**src/rtl/muldiv_unit.sv**
```systemverilog
`timescale 1ns/1ps
module muldiv_unit #(
  parameter int W = 32,
  parameter int MUL_STEPS = 4
) (
  input  logic         clk,
  input  logic         rst_n,
  input  logic         cmd_valid,
  input  logic [2:0]   cmd_op,
  input  logic [W-1:0] src_a,
  input  logic [W-1:0] src_b,
  output logic         ready,
  output logic         hazard,
  output logic         busy,
  output logic         div_zero,
  output logic         div_ovf,
  output logic [W-1:0] rd_data
);
  localparam int CH = W / MUL_STEPS;
  localparam int CW = $clog2(W + 1);
  localparam logic [W-1:0] MINV = {1'b1, {(W-1){1'b0}}};
  localparam logic [2:0] OP_MULS = 3'd0, OP_MULU = 3'd1, OP_DIVS = 3'd2, OP_DIVU = 3'd3,
                         OP_RDHI = 3'd4, OP_RDLO = 3'd5, OP_WRHI = 3'd6, OP_WRLO = 3'd7;

  logic [W-1:0]  hi, lo, opnd;
  logic [CW-1:0] cnt;
  logic          run_div, neg_q, neg_r, rd_recent;

  logic is_read, is_mod, is_mul, is_div, sgn, acc_mod, b_zero, ovf_case, last;
  logic [W-1:0] abs_a, abs_b;

  assign is_read  = (cmd_op == OP_RDHI) || (cmd_op == OP_RDLO);
  assign is_mod   = !is_read;
  assign is_mul   = (cmd_op == OP_MULS) || (cmd_op == OP_MULU);
  assign is_div   = (cmd_op == OP_DIVS) || (cmd_op == OP_DIVU);
  assign sgn      = (cmd_op == OP_MULS) || (cmd_op == OP_DIVS);
  assign hazard   = cmd_valid && is_mod && rd_recent;
  assign acc_mod  = cmd_valid && is_mod && !rd_recent;
  assign ready    = !(cmd_valid && is_read && busy);
  assign rd_data  = (cmd_op == OP_RDHI) ? hi : lo;
  assign abs_a    = (sgn && src_a[W-1]) ? -src_a : src_a;
  assign abs_b    = (sgn && src_b[W-1]) ? -src_b : src_b;
  assign b_zero   = (src_b == '0);
  assign ovf_case = (cmd_op == OP_DIVS) && (src_a == MINV) && (src_b == '1);
  assign last     = (cnt == CW'(1));

  // multiply step: one CH-bit slice of the multiplier per cycle
  logic [W+CH-1:0] macc;
  logic [2*W-1:0]  mprod, mnext;
  assign macc  = {{CH{1'b0}}, hi} + ({{W{1'b0}}, lo[CH-1:0]} * {{CH{1'b0}}, opnd});
  assign mprod = {macc, lo[W-1:CH]};
  assign mnext = (last && neg_q) ? -mprod : mprod;

  // restoring divide step
  logic [W:0]   dtry;
  logic         dge;
  logic [W-1:0] rem_n, quo_n;
  assign dtry  = {hi, lo[W-1]} - {1'b0, opnd};
  assign dge   = !dtry[W];
  assign rem_n = dge ? dtry[W-1:0] : {hi[W-2:0], lo[W-1]};
  assign quo_n = {lo[W-2:0], dge};

  always_ff @(posedge clk) begin
    if (!rst_n) begin
      hi <= '0; lo <= '0; opnd <= '0; cnt <= '0;
      busy <= 1'b0; run_div <= 1'b0; neg_q <= 1'b0; neg_r <= 1'b0;
      rd_recent <= 1'b0; div_zero <= 1'b0; div_ovf <= 1'b0;
    end else begin
      rd_recent <= cmd_valid && is_read && !busy;
      if (acc_mod) begin
        div_zero <= is_div && b_zero;
        div_ovf  <= is_div && ovf_case;
        if (is_mul) begin
          hi <= '0; lo <= abs_b; opnd <= abs_a;
          neg_q <= sgn && (src_a[W-1] ^ src_b[W-1]);
          run_div <= 1'b0; busy <= 1'b1; cnt <= CW'(MUL_STEPS);
        end else if (is_div) begin
          if (b_zero) begin
            hi <= src_a; lo <= '1; busy <= 1'b0;
          end else if (ovf_case) begin
            hi <= '0; lo <= MINV; busy <= 1'b0;
          end else begin
            hi <= '0; lo <= abs_a; opnd <= abs_b;
            neg_q <= sgn && (src_a[W-1] ^ src_b[W-1]);
            neg_r <= sgn && src_a[W-1];
            run_div <= 1'b1; busy <= 1'b1; cnt <= CW'(W);
          end
        end else if (cmd_op == OP_WRHI) begin
          hi <= src_a; busy <= 1'b0;
        end else begin
          lo <= src_a; busy <= 1'b0;
        end
      end else if (busy) begin
        cnt <= cnt - CW'(1);
        if (last) busy <= 1'b0;
        if (run_div) begin
          hi <= (last && neg_r) ? -rem_n : rem_n;
          lo <= (last && neg_q) ? -quo_n : quo_n;
        end else begin
          hi <= mnext[2*W-1:W];
          lo <= mnext[W-1:0];
        end
      end
    end
  end


  hazard_drop_chk: assert property (@(posedge clk) disable iff (!rst_n)
    hazard |=> ($stable(hi) && $stable(lo) && !busy));


  mul_start_chk: assert property (@(posedge clk) disable iff (!rst_n)
    (cmd_valid && !hazard && is_mul) |=> busy);


  div_zero_chk: assert property (@(posedge clk) disable iff (!rst_n)
    (cmd_valid && !hazard && is_div && src_b == '0) |=>
      (div_zero && !busy && lo == '1 && hi == $past(src_a)));


  div_ovf_chk: assert property (@(posedge clk) disable iff (!rst_n)
    (cmd_valid && !hazard && cmd_op == OP_DIVS && src_a == MINV && src_b == '1) |=>
      (div_ovf && !busy && lo == MINV && hi == '0));


  write_hi_chk: assert property (@(posedge clk) disable iff (!rst_n)
    (cmd_valid && !hazard && cmd_op == OP_WRHI) |=> (hi == $past(src_a) && !busy));


  stall_chk: assert property (@(posedge clk) disable iff (!rst_n)
    !ready |-> busy);
endmodule

```
**config.mk**
```make
export PLATFORM = sky130hd
export DESIGN_NAME = muldiv_unit
export DESIGN_NICKNAME = d
export VERILOG_FILES = /design/src/rtl/muldiv_unit.sv
export SDC_FILE = /design/constraint.sdc
export NUM_CORES = 1
export LEC_CHECK = 0
export ABC_AREA = 1
export BUFFER_PORTS_ARGS = -buffer_cell sky130_fd_sc_hd__buf_4
export CAP_MARGIN = 15
export CORE_ASPECT_RATIO = 1.4
export CORE_MARGIN = 1
export CORE_UTILIZATION = 51
export DETAILED_ROUTE_END_ITERATION = 8
export PLACE_DENSITY = 0.68
export SLEW_MARGIN = 20
export SYNTH_ARGS = -nofsm -noshare
export SYNTH_HDL_FRONTEND = slang
export SYNTH_SLANG_ARGS = --single-unit
```
**constraint.sdc**
```tcl
create_clock -name clk -period 6.54 [get_ports clk]
set_input_delay 1.308 -clock clk [delete_from_list [all_inputs] [get_ports clk]]
set_output_delay 1.308 -clock clk [all_outputs]
set_load 0.01 [all_outputs]
```
==> impl_results.md <==
- Number of sinks on the clock net: 109
- Worst path required time: 6820 ps
- Latest clock arrival within the worst-skew pair: 410 ps
- Setup CP Type: register to register
- Total net switching power: 2790 uW
- Final standard cell area without fillers: 26,300 um2
- Area occupied by registers: 2200 um2
- Top cells by count, synth: 1,174 x sky130_fd_sc_hd__nand2_1, 798 x sky130_fd_sc_hd__inv_1, 347 x sky130_fd_sc_hd__nor2_1
- Die outline area: 48,900 um2
- H-tree Lvls: 3
- Most used flip-flop cell after synthesis: sky130_fd_sc_hd__dfxtp_1
- Min-Delay Path Class: register to register
- Kind of capture point of the worst setup path: register
- Final setup viols: 0
- Total routing usage reported by global routing: 42.5%
- Length of the first detailed-routing pass in iterations: 6
- Count of different cell masters after synthesis: 52
- Post-CTS setup buffers: 0
- Register area share after synthesis: 8.91%
- Final net count: 4,539
- Initial core utilization: 51.9%
- Slew Limit Headroom: 19.2%
- Quantity of I/O buffers inserted on ports: 106
- Via Count: 27,700
- Multi-input combinational cell area: 18,600 um2
- CP Data Arrival Time: 6580 ps
- Leak: 0.0145 uW
- Number of flops mapped to enable cells by yosys: 0
- Placeable core region: 47,200 um2
- Reg power frac: 17.9%
- Power share of the combinational group: 69.0%
- R2R Setup Slk: 250 ps
- Total routed wirelength: 104 mm
- Worst Hold Depth: 2
- Number of antenna-violating nets in the routed design: 0
- Inserted Clock Buffers: 9
- Fraction of layout cells with a size suffix above 1: 7.69%
- Area share of the leading cell type in the synthesized netlist: 18.0%
- Worst r2r src: lo[2]
- Root buffer cell: sky130_fd_sc_hd__clkbuf_16
- Internal cell power: 1970 uW
- Flops & latches, synth: 109
- Largest cells by area after synthesis: sky130_fd_sc_hd__nand2_1 18%, sky130_fd_sc_hd__fa_1 17%, sky130_fd_sc_hd__inv_1 12%, sky130_fd_sc_hd__dfxtp_1 8.9%, sky130_fd_sc_hd__o21ai_0 5.5%
- Number of violations of the max-capacitance limit: 0
- Pins Over Slew Limit: 0
- Number of warnings reported in the yosys synthesis log: 0
- DP Area: 25,900 um2
- Count of routing violations after the opening detailed-route iteration: 2,706
- Layout Skew: 19.0 ps
- Clock period minus worst slack: 6290 ps
- Largest area contributor in the synthesized netlist: sky130_fd_sc_hd__nand2_1
- WHS Endpoint: cnt[1]
- Area of the mapped netlist: 24,500 um2
- Global placement routability congestion: 1.03
- Switching power as a share of total power: 58.6%
- Final Hold Violating Endpoints: 0
- Avg Inst Size Synth: 5.89 um2
- Total Negative Setup Slacks: 0 ps
- Number of antenna violations at the first check in global routing: 11
- FF-to-FF path depth: 26
- Average via count per standard cell: 5.78
- Cell count after synthesis: 4,159
- Highest ir drop seen on vdd: 0.161 mV
- RSZ-0062 raised after global routing: no
- Horizontal die dimension: 187 um
- Std cell rows: 94
- Launch instance of the worst min-delay path: cnt[1]
- Net count after synthesis: 4,542
- Clock-pin slew on the worst setup and hold paths: 100 ps
- Crit Path Max Fanout: 21
- Post-route DRC: 0
- Fraction of synthesis flops using an asynchronous set or reset pin: 0%
- Largest net degree at the start of global routing: 62
- Vert. Die Dim: 261 um
- Period utilization: 96.2%
- Destination of the worst register-to-register timing path: hi[20]
- Peak Freq: 159 MHz
- Result of the run: completed
- Actual slew at the worst max-slew pin: 1210 ps
- First-pass GRT wire length: 155 mm
- Most frequently used cell type in the post-synthesis netlist: sky130_fd_sc_hd__nand2_1
- CTS Buffer Depth: 2
- Number of fillers in the final layout: 5,148
- Power per unit of standard cell area: 181 nW/um2
- Routed len/inst: 21.8 um
- Area Growth Syn to Fin: 7.23%
- Clock share of power: 13.1%
- GR Overflow Total: 0
- TritonCTS clock tree: built
- Count of boundary I/O pins: 107
- Post-detailed-placement half-perimeter wirelength: 85.8 mm
- Via count of the first global-routing pass: 26,600
- Startpoint type of the worst setup path: register
## cells in the final DEF (no fill, tap or decap), types with 25 or more instances in the layout
| master | Yosys | final |
|---|---|---|
| sky130_fd_sc_hd__nand4_1 | 52 | 52 |
| sky130_fd_sc_hd__o21ai_0 | 268 | 266 |
| sky130_fd_sc_hd__nor3_1 | 58 | 58 |
| sky130_fd_sc_hd__nand2_1 | 1174 | 1173 |
| sky130_fd_sc_hd__nand3_1 | 223 | 223 |
| sky130_fd_sc_hd__a31oi_1 | 46 | 46 |
| sky130_fd_sc_hd__nand3b_1 | 25 | 25 |
| sky130_fd_sc_hd__xor2_1 | 72 | 71 |
| sky130_fd_sc_hd__inv_1 | 798 | 797 |
| sky130_fd_sc_hd__ha_1 | 100 | 100 |
| sky130_fd_sc_hd__buf_4 | 3 | 158 |
| sky130_fd_sc_hd__nor2_1 | 347 | 342 |
| sky130_fd_sc_hd__fa_1 | 213 | 213 |
| sky130_fd_sc_hd__dfxtp_1 | 109 | 100 |
| sky130_fd_sc_hd__a21oi_1 | 227 | 226 |
| sky130_fd_sc_hd__nand2_2 | 30 | 31 |
## how the worst max path moves through the flow
stage	start	endpoint	slack, ps	cells after the start
3_3_place_gp	lo[0]	hi[20]	50	26
6_report	lo[2]	hi[20]	250	26
3_5_place_dp	lo[0]	hi[20]	70	26
4_1_cts	lo[0]	hi[20]	30	26
5_1_grt	lo[2]	hi[28]	20	25
2_1_floorplan	lo[7]	hi[19]	1040	29
## registers in the layout, summed over array words and instances (netlist names)
signal and cells:
hi 32, lo 32, opnd 32, cnt 6, busy 1, div_ovf 1, div_zero 1, neg_q 1
neg_r 1, rd_recent 1, run_div 1
## through the flow
| stage | power [uW] | util (%) | worst slack [ps] | hold WS (ps) | std cells |
|---|---|---|---|---|---|
| after floorplan | 3050 | - | 1040 | 430 | 4159 |
| after global placement | 4010 | 54.8 | 45.7 | 469 | 4768 |
| after detailed placement | 4010 | 54.8 | 66.8 | 480 | 4768 |
| after CTS | 4620 | 55.5 | 27.0 | 495 | 4784 |
| after global routing | 5060 | 55.7 | 21.0 | 518 | 4790 |
| final | 4760 | 55.7 | 246 | 497 | 4793 |
## timing repair
item,4_1_cts,5_1_grt
hold buffers,0,0
resized for setup,0,17
endpoints found under the setup margin,0,19
## cell type report
cell class	count	area share (%)
well taps	624	2.97
multi-input cells	3056	70.7
clock buffers	9	0.858
clock inverters	7	0.305
flip-flops and latches	109	8.37
diodes	8	0.0762
inverters	815	11.7
repair buffers	165	5.05
## routing by layer
| metal | global-route usage (%) | share of wire (%) | up-vias |
|---|---|---|---|
| met5 | 0 | 0.024 | - |
| met4 | 35.4 | 9.3 | 6 |
| met3 | 7.84 | 8.1 | 463 |
| met2 | 71.5 | 46 | 1436 |
| met1 | 46.9 | 36 | 12900 |
| li1 | - | - | 13000 |
## logic make-up (layout without fill, tap and decap cells)
kind of cell / after synthesis / count (layout) / synth area share [%]
simple gates: 1978 / 1978 / 34.2
buf+inv: 994 / 996 / 15.5
compound gates: 669 / 669 / 15.3
fa+ha+maj: 313 / 313 / 22.5
flops: 109 / 109 / 8.91
xor+xnor: 96 / 96 / 3.43
other cells: 0 / 8 / 0
## critical path, cell delays in order, from the launching register on
cell,delay (ps)
sky130_fd_sc_hd__dfxtp_1,580
sky130_fd_sc_hd__buf_12,220
sky130_fd_sc_hd__nand2_1,60
sky130_fd_sc_hd__inv_1,90
sky130_fd_sc_hd__fa_1,450
sky130_fd_sc_hd__fa_1,480
sky130_fd_sc_hd__fa_1,540
sky130_fd_sc_hd__inv_1,50
sky130_fd_sc_hd__fa_1,520
sky130_fd_sc_hd__inv_1,40
sky130_fd_sc_hd__ha_1,350
sky130_fd_sc_hd__a21oi_1,280
sky130_fd_sc_hd__o21ai_0,290
sky130_fd_sc_hd__a21oi_1,190
sky130_fd_sc_hd__nand2_1,150
sky130_fd_sc_hd__xnor2_2,290
sky130_fd_sc_hd__nand2_1,170
sky130_fd_sc_hd__nor2_1,230
sky130_fd_sc_hd__nand3_1,220
sky130_fd_sc_hd__nor2_1,270
sky130_fd_sc_hd__nand2_1,80
sky130_fd_sc_hd__nand2_1,80
sky130_fd_sc_hd__a21oi_1,60
sky130_fd_sc_hd__o21ai_0,170
sky130_fd_sc_hd__nand2_1,140
sky130_fd_sc_hd__nand2_1,90
sky130_fd_sc_hd__a21oi_1,60
## power by group through the flow
| stage | combinational (uW) | sequential [uW] | clock, uW |
|---|---|---|---|
| 3_3_place_gp | 3150 | 857 | 0 |
| 6_report | 3290 | 853 | 622 |
| 2_1_floorplan | 2280 | 775 | 0 |
| 3_5_place_dp | 3150 | 858 | 0 |
| 5_1_grt | 3570 | 857 | 633 |
| 4_1_cts | 3170 | 842 | 614 |
No activity file was read; power rests on OpenSTA's default activity.
